### src/rtl/busclk_pkg.sv
package busclk_pkg;
  localparam int REG_W    = 8;
  localparam int CODE_W   = 3;
  localparam int STOP_BIT = 7;
  // bits kept by a write: stop bit and the divide code
  localparam logic [REG_W-1:0] WMASK = (REG_W'(1) << STOP_BIT) | REG_W'((1 << CODE_W) - 1);

  typedef enum logic [1:0] {
    PWR_RUN    = 2'b00,
    PWR_SLEEP  = 2'b01,
    PWR_SWSTBY = 2'b10,
    PWR_HWSTBY = 2'b11
  } pwr_e;
endpackage

### src/rtl/busclk_cfg_reg.sv
module busclk_cfg_reg
  import busclk_pkg::*;
(
  input  logic              clk,
  input  logic              rst_n,
  input  logic              sel,
  input  logic              wr,
  input  logic [REG_W-1:0]  wdata,
  output logic [REG_W-1:0]  rdata,
  output logic              stop,
  output logic [CODE_W-1:0] code
);
  logic [REG_W-1:0] cfg_q, cfg_d;

  always_comb begin
    cfg_d = cfg_q;
    if (sel && wr) cfg_d = wdata & WMASK;
  end

  always_ff @(posedge clk or negedge rst_n) begin
    if (!rst_n) cfg_q <= '0;
    else        cfg_q <= cfg_d;
  end

  assign rdata = sel ? cfg_q : '0;
  assign stop  = cfg_q[STOP_BIT];
  assign code  = cfg_q[CODE_W-1:0];
endmodule

### src/rtl/busclk_divider.sv
module busclk_divider
  import busclk_pkg::*;
#(
  parameter int DIV_STAGES = 5
) (
  input  logic                  clk,
  input  logic                  rst_n,
  input  logic [CODE_W-1:0]     code,
  output logic                  en,
  output logic [DIV_STAGES-1:0] cnt,
  output logic [CODE_W-1:0]     act
);
  logic [DIV_STAGES-1:0] cnt_q, cnt_d;
  logic [CODE_W-1:0]     act_q, act_d;
  logic                  wrap;
  logic                  full_speed;
  logic [DIV_STAGES-1:0] mask;

  assign wrap = (cnt_q == {DIV_STAGES{1'b1}});

  always_comb begin
    cnt_d = cnt_q + 1'b1;
    act_d = act_q;
    if (wrap) act_d = code;
  end

  always_ff @(posedge clk or negedge rst_n) begin
    if (!rst_n) begin
      cnt_q <= '0;
      act_q <= '0;
    end else begin
      cnt_q <= cnt_d;
      act_q <= act_d;
    end
  end

  assign full_speed = (act_q == '0) || (32'(act_q) > DIV_STAGES);
  assign mask       = ~({DIV_STAGES{1'b1}} << act_q);
  assign en         = full_speed || ((cnt_q & mask) == '0);
  assign cnt        = cnt_q;
  assign act        = act_q;
endmodule

### src/rtl/busclk_pin.sv
module busclk_pin
  import busclk_pkg::*;
(
  input  logic       clk,
  input  logic [1:0] pwr,
  input  logic       stop,
  output logic       pin_o,
  output logic       pin_oe
);
  always_comb begin
    pin_o  = 1'b1;
    pin_oe = 1'b1;
    case (pwr)
      PWR_RUN, PWR_SLEEP: pin_o = stop ? 1'b1 : clk;
      PWR_SWSTBY:         pin_o = 1'b1;
      default:            pin_oe = 1'b0;
    endcase
  end
endmodule

### src/rtl/busclk_gen.sv
module busclk_gen
  import busclk_pkg::*;
#(
  parameter int DIV_STAGES = 5
) (
  input  logic       clk,
  input  logic       rst_n,
  input  logic       reg_sel,
  input  logic       reg_wr,
  input  logic [7:0] reg_wdata,
  output logic [7:0] reg_rdata,
  input  logic [1:0] pwr_state,
  output logic       bm_clk_en,
  output logic       clkpin_o,
  output logic       clkpin_oe
);
  logic [1:0]            rst_sync_q;
  logic                  rst_int_n;
  logic                  cfg_stop;
  logic [CODE_W-1:0]     cfg_code;
  logic [DIV_STAGES-1:0] div_cnt;
  logic [CODE_W-1:0]     div_act;

  always_ff @(posedge clk or negedge rst_n) begin
    if (!rst_n) rst_sync_q <= 2'b00;
    else        rst_sync_q <= {rst_sync_q[0], 1'b1};
  end
  assign rst_int_n = rst_sync_q[1];

  busclk_cfg_reg u_reg (
    .clk   (clk),
    .rst_n (rst_int_n),
    .sel   (reg_sel),
    .wr    (reg_wr),
    .wdata (reg_wdata),
    .rdata (reg_rdata),
    .stop  (cfg_stop),
    .code  (cfg_code)
  );

  busclk_divider #(.DIV_STAGES(DIV_STAGES)) u_div (
    .clk   (clk),
    .rst_n (rst_int_n),
    .code  (cfg_code),
    .en    (bm_clk_en),
    .cnt   (div_cnt),
    .act   (div_act)
  );

  busclk_pin u_pin (
    .clk    (clk),
    .pwr    (pwr_state),
    .stop   (cfg_stop),
    .pin_o  (clkpin_o),
    .pin_oe (clkpin_oe)
  );
endmodule

### config.mk
export PLATFORM = sky130hd
export DESIGN_NAME = busclk_gen
export DESIGN_NICKNAME = d
export VERILOG_FILES = /design/src/rtl/busclk_pkg.sv /design/src/rtl/busclk_cfg_reg.sv /design/src/rtl/busclk_divider.sv /design/src/rtl/busclk_pin.sv /design/src/rtl/busclk_gen.sv
export SDC_FILE = /design/constraint.sdc
export NUM_CORES = 1
export LEC_CHECK = 0
export ABC_AREA = 1
export BUFFER_PORTS_ARGS = -buffer_cell sky130_fd_sc_hd__buf_2
export CAP_MARGIN = 20
export CORE_MARGIN = 2
export CORE_UTILIZATION = 41
export CTS_CLUSTER_DIAMETER = 40
export CTS_CLUSTER_SIZE = 8
export DETAILED_ROUTE_END_ITERATION = 7
export PLACE_DENSITY_LB_ADDON = 0.3
export SYNTH_ARGS = -nofsm -noshare
export SYNTH_HDL_FRONTEND = slang
export SYNTH_SLANG_ARGS = --single-unit
### constraint.sdc
create_clock -name clk -period 0.8 [get_ports clk]
set_input_delay 0.04 -clock clk [delete_from_list [all_inputs] [get_ports clk]]
set_output_delay 0.04 -clock clk [all_outputs]
set_load 0.01 [all_outputs]
* Yosys cells after proc, flatten, opt, wreduce, memory -nomap -nowiden *
Index checks and enable logic that the tools add are counted.

cells by class
  bitwise gates (word level) = 2
  $mul = 0
  magnitude comparators = 1
  reduce and logical (&&, ||, !) cells = 8
  shifts and indexed selects = 1
  add/sub/neg operators = 1
  equality and inequality tests = 3
  div/mod/pow operators = 0
  muxes and demuxes = 4

operators with widths
  operator                                         number
  2-to-1 mux 8 bit                                 1
  adder 5 x 1 -> 5 bit, second input constant      1
  AND 5 bit                                        1
  == test 5 bit, second input constant             1
  logical NOT 5 bit                                1
  NOT 5 bit                                        1
  left shift 5 x 3 -> 5 bit, first input constant  1
  > comparator 3 bit, second input constant        1
  logical NOT 3 bit                                1
  2-to-1 mux 1 bit                                 3
  OR reduction 3 bit                               1
  == test 2 x 1 -> 1 bit, second input constant    1
  == test 2 bit, second input constant             1
  logical NOT 2 bit                                1
  logical OR 1 bit                                 2
  OR reduction 2 bit                               1
  logical AND 1 bit                                1

storage, ports and cells
  memories = 0
  output and inout port bits = 11
  word-level logic and storage cells = 24
  RAM bits = 0
  ROM bits = 0
  bits in latches = 0
  bits of input ports = 14
  register bits = 14

* Logic depth before layout (Yosys ltp) *
Gate-level depths: netlist of the first run.

  depth in word-level cells = 5
  gate-level depth with buffers = 6

* By module *
From an unflattened synthesis of the first run, not the netlist that was laid out.

unflattened totals
  cells, all modules = 79
  area total of the unflattened synthesis = 661.9 um^2

modules (own cells, without submodules)
  module          area each (um^2)  cells an instance  times used
  busclk_divider  361.6             41                 1
  busclk_cfg_reg  231.5             31                 1
  busclk_gen      53.8              3                  1
  busclk_pin      15.0              4                  1

==> metrics.txt, run 1 <==
number of synthesized flops with an enable pin=0; Worst Hold Class=in -> reg; met3 Use GR=8.33%; layout cells sized above 1=a little over a third; vias in the first global route=just over 600; post-synth top area cell=dfrtp_1; DRT Pass-1 Iters=3; min Tclk post-route=around 1.4 ns; clock-pin slew on the worst setup and hold paths=0.08 ns; reg-to-reg startpoint=u_div.cnt[0]$_DFF_PN0_; cell family with most CP delay=flip-flops; met1 Resource Use GR=18.9%; CP peak stage delay=0.40 ns; Synth top area share=54.6%; final WL=around 1400 µm; failing checks=setup timing; Mapped Cells=74; Final Wtd Congestion=0.655; area delta synth->final=52.6%; TritonCTS clock tree=yes; Max Cap Violations=0; clk_lat worst skew=0.37 ns; CP max FO=2; I/O Buffers=16; Netlist cell types=12; worst slack, placed=-0.493 ns; kind of critical path=reg -> out; worst hold start=reg_sel; PD cells=roughly 1700 mW/mm²; Setup Skew=0.00181 ns; dpl hpwl=between 800 and 900 µm; die area=between 0.0015 and 0.002 mm²; final setup vio count=14; slowest CP cell=dfrtp_1; crit path setup slack, layout=-0.554 ns; WP data required=~0.76 ns; number of remaining DRC errors=0; leading cell types by count after synthesis=nand2_1 (27), dfrtp_1 (14), inv_1 (9), nand3_1 (6), buf_4 (5); CP endpoint kind=output port; Async SR Flop Fraction=100%; All-Layer GR Usage=a little under a fifth; DP Area=778 µm²; maximum VDD drop=between 1 and 1.5 mV; Critical Path AT=approximately 1.3 ns; Via density=4.57; grt ovf=0; Main synth FF type=dfrtp_1; fin area=980 µm²; CP dominant cell by count=nand2_1; Avg WL per Cell=around 11 µm; placed insts=112; initial drt markers=3; # fillers=roughly 120; Peak Freq=roughly 740 MHz; syn_area_per_cell=between 8 and 9 µm²; met2 Use GR=between 20% and 30%; die width=around 44 µm; post-layout util=roughly 66%; nets=133; Synth Register Bits=14; CP startpoint=u_div.cnt[1]$_DFF_PN0_; leakage power=0.561 nW; # IOs=25; Final Hold Violating Endpoints=0; Post-Layout Cell Count=~130; top-count cell post-synth=nand2_1; GR peak layer=met2; status=complete, but fails checks; Die Span Y=about 44 µm; core area=0.00149 mm²; register area share after synthesis=between 50% and 60%; # rows=14; vias=599; largest net degree at the start of global routing=13; Syn. warnings=0; Slew Limit Fails=0; Buf+Inv Stages, Crit Path=2; starting density of the core=a little over two fifths; global-route wire length before repair=~2400 µm; RSZ-0062 raised after global routing=yes; Cell Chain, Critical Path=buf_6 -> nor2_4 -> nand2_1 -> nand2_1 -> nand2_1 -> nand2_1 -> buf_2; Synth Cell Area=~640 µm²; main area contributors after synthesis=dfrtp_1 (55%), nand2_1 (16%), buf_4 (5.8%); CP startpoint kind=flop; antenna cells=0; initial antenna violation count=0; power after layout=roughly 1.7 mW; Final period util=169%; Routed Antenna Nets=0
placed cells by master (no fill, tap or decap), drive strengths merged:
cell type    synthesis  final
buf                  5     29
nand2               27     27
dfrtp               14     14
inv                  9      9
dlygate4sd3          0      8
clkbuf               0      6
nand3                6      6
conb                 2      5
nor2                 3      3
xor2                 2      2
o21ai                2      2
ha                   2      2
or3                  1      1
mux2                 1      1
power breakdown:
group | leakage (nW) | total (mW) | switching (mW) | internal, mW
clock | 0.0319 | 0.628 | 0.268 | 0.360
sequential | 0.175 | 0.786 | 0.0293 | 0.756
combinational | 0.354 | 0.271 | 0.129 | 0.142
total | 0.561 | 1.68 | 0.426 | 1.26
layer usage:
layer	wire length (µm)	part of all wire, %	up-vias
li1	-	-	296
met1	587	43	278
met2	705	51	21
met3	63	4.6	4
met4	24	1.7	0
met5	0	0	-
cells by family after synthesis:
family	after synthesis	share of synthesized area, %
compound gates	2	1.56
xor+xnor	2	2.73
fa+ha+maj	2	3.90
buf+inv	14	11.1
flops	14	54.6
mux	1	1.75
other cells	2	1.17
simple gates	37	23.2
final timing paths:
kind                                              end  slack [ns]  cells after the start
max                                         bm_clk_en       -0.55                      7
min                        u_reg.cfg_q[7]$_DFFE_PN0P_        0.07                      4
max reg2reg                  u_div.act[0]$_DFFE_PN0N_       -0.52                      5
min reg2reg                    u_div.cnt[4]$_DFF_PN0_        0.16                      1
max in group asynchronous     rst_sync_q[1]$_DFF_PN0_        0.16                      3
min in group asynchronous      u_div.cnt[4]$_DFF_PN0_        0.16                      1
repair_timing:
item / in CTS / in global routing
resized for setup: 8 / 4
pin swaps: 3 / 3
hold buffers: 8 / 0
endpoints found under the setup margin: 14 / 15
setup buffers: 5 / 2
hold endpoints to repair: 6 / 0
sequential cells by signal (all words and copies together), names as in the netlist:
signal       cells
rst_sync_q       2
u_div.act        3
u_div.cnt        5
u_reg.cfg_q      4
metrics by stage:
stage               hold WS, ns  setup TNS, ns
floorplan                -0.256          -1.57
finish                   0.0737          -4.04
global placement         -0.175          -1.91
detailed placement       -0.174          -2.15
global route             0.0626          -4.95
CTS                      0.0532          -4.12
worst min-delay path, cell delays in order:
cell and delay (ns):
buf_2 0.14, nand2_1 0.13, nand2_1 0.06, nand2_1 0.04
final cells by class:
class                           count  area, µm²  area share, %
Multi-Input combinational cell     49        251           25.7
Clock buffer                        7       50.0           5.11
Sequential cell                    14        350           35.8
Tap cell                           16       20.0           2.04
Inverter                            9       33.8           3.45
Timing Repair Buffer               36        274           28.0
No activity file was read; power rests on OpenSTA's default activity.
==> inputs of run 2 (changes only) <==
==> constraint.sdc (replaced) <==
create_clock -name clk -period 0.8 [get_ports clk]
set_input_delay 0.08 -clock clk [delete_from_list [all_inputs] [get_ports clk]]
set_output_delay 0.08 -clock clk [all_outputs]
set_load 0.01 [all_outputs]
==> metrics.txt, run 2 (synthesized netlist as in run 1, its figures left out) <==
Hold Path End=u_reg.cfg_q[7]$_DFFE_PN0P_; initial antenna violation count=0 (unchanged); CP max FO=2 (unchanged); Final Wtd Congestion=0.636 (-2.9%); cell family with most CP delay=flip-flops; slowest CP cell=dfrtp_1; final WL=1490 µm (+7.9%); leakage power=0.607 nW (+8.3%); max layer used=met4; clock-pin slew on the worst setup and hold paths=0.08 ns (about the same); starting density of the core=43.1% (unchanged); CP dominant cell by count=nand2_1; Worst Hold Class=in -> reg; dpl hpwl=829 µm (-0.73%); largest net degree at the start of global routing=13 (unchanged); min Tclk post-route=1.39 ns (+0.0411 ns); power after layout=1.89 mW (+12%); Setup Skew=0.000659 ns (-0.00115 ns); final setup vio count=15 (+1); RR Endpoint=u_div.act[0]$_DFFE_PN0N_; core area=0.00149 mm² (unchanged); Via density=4.62 (+0.95%); Buf+Inv Stages, Crit Path=2 (unchanged); I/O Buffers=16 (unchanged); Max Cap Violations=0 (unchanged); WP data required=0.72 ns (-0.04 ns); status=complete, but fails checks; vias=637 (+6.3%); initial drt markers=8 (+5); nets=139 (+4.5%); Peak Freq=717 MHz (-2.9%); met2 wire len=803 µm (+14%); max reg flops=5 (unchanged); Final period util=174% (+5.1 points); CP peak stage delay=0.40 ns (about the same); setup slack, reg-to-reg=-0.58 ns (-0.06 ns); global-route wire length before repair=2460 µm (+2.3%); commonest non-fill, non-tap cells in the layout=nand2_1 (22), buf_4 (14), dfrtp_1 (14); worst hold start=reg_sel; antenna cells=0 (unchanged); layout cells sized above 1=45.1% (+8.6 points); most common cell after layout, fill and taps aside=nand2_1; grt ovf=0 (unchanged); Final Hold Violating Endpoints=0 (unchanged); reg-to-reg startpoint=u_div.cnt[1]$_DFF_PN0_; clk_lat worst skew=0.38 ns (about the same); number of remaining DRC errors=0 (unchanged); # rows=14 (unchanged); maximum VDD drop=1.68 mV (+51%); area delta synth->final=69.4%; Critical Path AT=1.31 ns (about the same); setup TNS=-4.87 ns (-0.827 ns); failing checks=setup timing; Met1 Wirelength=566 µm (-3.6%); CP endpoint kind=output port; # fillers=94 (-24%); TritonCTS clock tree=yes; Avg WL per Cell=10.8 µm (+2.4%); met3 WL post-DR=74 µm (+17%); crit path setup slack, layout=-0.595 ns (-0.0411 ns); hold path cells=4 (unchanged); die width=43.6 µm (unchanged); vias in the first global route=636 (+4.4%); Routed Antenna Nets=0 (unchanged); Slew Limit Fails=0 (unchanged); All-Layer GR Usage=18.4% (+0.26 points); # IOs=25 (unchanged); kind of critical path=reg -> out; RSZ-0062 raised after global routing=yes; Hold WS=0.136 ns (+0.0625 ns); die area=0.00190 mm² (unchanged); FF-to-FF path depth=6 (+1); DRT Pass-1 Iters=4 (+1); PD cells=1740 mW/mm² (+1.3%); Die Span Y=43.6 µm (unchanged); CP startpoint kind=flop; Cell Chain, Critical Path=buf_6 -> nor2_4 -> nand2_1 -> nand2_1 -> nand2_1 -> nand2_2 -> buf_6
run 2: how the worst max path moves through the flow:
stage                                start                       end  slack (ns)  cells past startpoint
floorplan           u_div.cnt[0]$_DFF_PN0_  u_div.act[0]$_DFFE_PN0N_       -0.55                      5
global placement    u_div.cnt[0]$_DFF_PN0_  u_div.act[0]$_DFFE_PN0N_       -0.46                      5
detailed placement  u_div.cnt[1]$_DFF_PN0_  u_div.act[0]$_DFFE_PN0N_       -0.51                      5
CTS                 u_div.cnt[0]$_DFF_PN0_                 bm_clk_en       -0.60                      7
global route        u_div.cnt[1]$_DFF_PN0_                 bm_clk_en       -0.69                      7
finish              u_div.cnt[1]$_DFF_PN0_                 bm_clk_en       -0.59                      7
run 2: power breakdown:
part | switching, mW | internal [mW]
Combinational | 0.143 | 0.169
Clock | 0.294 | 0.501
Sequential | 0.0308 | 0.756
Total | 0.468 | 1.43
run 2: final cells by class:
type | count | area (µm²) | area share [%]
clock buffer | 8 | 70.1 | 6.44
multi-input combinational | 49 | 285 | 26.2
sequential | 14 | 350 | 32.2
tap | 16 | 20.0 | 1.84
inverter | 9 | 33.8 | 3.11
timing repair buffer | 42 | 328 | 30.1
run 2: layer usage:
metal	up-vias	global-route usage, %
li1	311	-
met1	292	18.1
met2	28	30.9
met3	6	6.25
met4	0	15.2
met5	-	0
run 2: worst reg2reg max path, stage by stage (launching register included):
cell	delay (ns)
dfrtp_1	0.40
buf_4	0.15
ha_4	0.15
nand2_2	0.06
nor2_2	0.04
ha_2	0.18
mux2_4	0.29
run 2: repair_timing:
item / 4_1_cts / 5_1_grt
resized for setup: 13 / 8
hold endpoints to repair: 6 / 0
pin swaps: 5 / 5
cloned: 0 / 0
buffers inserted: 7 / 3
endpoints found under the setup margin: 14 / 15
hold buffers: 9 / 0
run 2: through the flow:
stage	cell area (µm²)	worst slack, ns	utilization, %	instances
after detailed placement	793	-0.513	53.3	113
after global routing	1090	-0.691	73.0	138
after global placement	793	-0.456	53.3	113
after floorplan	663	-0.549	-	77
final	1090	-0.595	73.0	138
after CTS	1050	-0.601	70.6	136
==> inputs of run 3 (changes only) <==
==> constraint.sdc (replaced) <==
create_clock -name clk -period 0.8 [get_ports clk]
set_input_delay 0.12 -clock clk [delete_from_list [all_inputs] [get_ports clk]]
set_output_delay 0.12 -clock clk [all_outputs]
set_load 0.01 [all_outputs]
==> metrics.txt, run 3 (synthesized netlist as in run 1, its figures left out) <==
number of remaining DRC errors=0 (unchanged); FF-to-FF path depth=6 (unchanged); met3 Use GR=6.25% (unchanged); core area=0.00149 mm² (unchanged); CP max FO=3 (+1); setup slack, reg-to-reg=-0.61 ns (-0.03 ns); Setup Skew=0.000476 ns (-0.000183 ns); Die Span Y=43.6 µm (unchanged); Critical Path AT=1.32 ns (about the same); min Tclk post-route=1.44 ns (+0.0455 ns); Final Wtd Congestion=0.636 (unchanged); clock-pin slew on the worst setup and hold paths=0.08 ns (about the same); Peak Freq=694 MHz (-3.2%); Avg WL per Cell=11.6 µm (+7.7%); All-Layer GR Usage=17.9% (-0.51 points); Final Hold Violating Endpoints=0 (unchanged); final WL=1590 µm (+6.9%); grt ovf=0 (unchanged); clk_lat worst skew=0.38 ns (about the same); max reg flops=5 (unchanged); Routed Antenna Nets=0 (unchanged); status=complete, but fails checks; antenna cells=0 (unchanged); starting density of the core=43.1% (unchanged); die area=0.00190 mm² (unchanged); most common cell after layout, fill and taps aside=nand2_1; failing checks=setup timing; vias in the first global route=600 (-5.7%); leakage power=0.617 nW (+1.6%); Hold WS=0.0259 ns (-0.110 ns); Slew Limit Fails=0 (unchanged); area delta synth->final=70.0%; met1 Resource Use GR=18.4% (+0.32 points); initial antenna violation count=0 (unchanged); RSZ-0062 raised after global routing=yes; PD cells=1750 mW/mm² (+0.50%); dpl hpwl=829 µm (unchanged); CP startpoint kind=flop; die width=43.6 µm (unchanged); CP endpoint kind=output port; vias=624 (-2.0%); setup TNS=-5.53 ns (-0.660 ns); commonest non-fill, non-tap cells in the layout=nand2_1 (22), dfrtp_1 (14), buf_4 (13); kind of critical path=reg -> out; final setup vio count=18 (+3); I/O Buffers=16 (unchanged); met2 Use GR=30.6% (-0.29 points); TritonCTS clock tree=yes; maximum VDD drop=1.70 mV (+0.69%); Max Cap Violations=0 (unchanged); hold path cells=3 (-1); global-route wire length before repair=2420 µm (-1.7%); Worst Hold Class=in -> reg; GR peak layer=met2; layout cells sized above 1=49.6% (+4.5 points); largest net degree at the start of global routing=13 (unchanged); DRT Pass-1 Iters=6 (+2); WP data required=0.68 ns (-0.04 ns); # rows=14 (unchanged); crit path setup slack, layout=-0.640 ns (-0.0455 ns); initial drt markers=12 (+4); # IOs=25 (unchanged); nets=138 (-0.72%); Final period util=180% (+5.7 points); Via density=4.55 (-1.3%)
-- run 3: changes by cell type in the layout (fill, tap and decap cells not counted), sizes merged --
cell and delta:
buf +3, dlygate4sd3 -4
-- run 3: final cells by class --
type	instances	area (µm²)
Clock buffer	8	70.1
Multi-Input combinational cell	49	285
Timing Repair Buffer	41	332
Sequential cell	14	350
Tap cell	16	20.0
Inverter	9	33.8
Fill cell	100	398
-- run 3: critical path: stages, from the launching register on --
cell     delay, ns
dfrtp_1       0.39
buf_6         0.13
nor2_4        0.10
nand2_1       0.05
nand2_1       0.05
nand2_1       0.05
nand2_2       0.06
buf_6         0.09
-- run 3: per-stage QoR --
stage	util, %	std cells	cell area (µm²)	worst slack [ns]	power [mW]
2_1_floorplan	-	77	663	-0.549	0.962
3_3_place_gp	53.3	113	793	-0.456	1.05
3_5_place_dp	53.3	113	793	-0.513	1.05
4_1_cts	68.5	132	1020	-0.641	1.88
5_1_grt	73.3	137	1090	-0.775	2.04
6_report	73.3	137	1090	-0.640	1.91
-- run 3: routing by layer --
| metal | vias up | wire length (µm) |
|---|---|---|
| met5 | - | 0 |
| met4 | 0 | 14 |
| met3 | 2 | 100 |
| met2 | 29 | 856 |
| met1 | 284 | 620 |
| li1 | 309 | - |
-- run 3: power by group --
| group | leakage (nW) | internal (mW) | switching (mW) |
|---|---|---|---|
| clock | 0.0435 | 0.501 | 0.300 |
| sequential | 0.175 | 0.756 | 0.0308 |
| combinational | 0.398 | 0.175 | 0.146 |
-- run 3: path summary, 6_finish.rpt --
check | from | endpoint
worst max register to register | u_div.cnt[0]$_DFF_PN0_ | u_div.act[0]$_DFFE_PN0N_
worst min register to register | rst_sync_q[1]$_DFF_PN0_ | u_div.cnt[2]$_DFF_PN0_
worst min-delay path | reg_wr | u_reg.cfg_q[0]$_DFFE_PN0P_
min in group asynchronous | rst_n | rst_sync_q[0]$_DFF_PN0_
max in group asynchronous | rst_sync_q[1]$_DFF_PN0_ | u_div.act[1]$_DFFE_PN0N_
worst max-delay path | u_div.cnt[0]$_DFF_PN0_ | bm_clk_en
-- run 3: what timing repair did --
action                                  4_1_cts  5_1_grt
gates cloned                                  0        0
buffers inserted                              7        5
gates resized for setup                      18       11
endpoints found under the hold margin         6        0
hold buffers                                  5        0
pin swaps                                     5        5
endpoints found under the setup margin       15       15
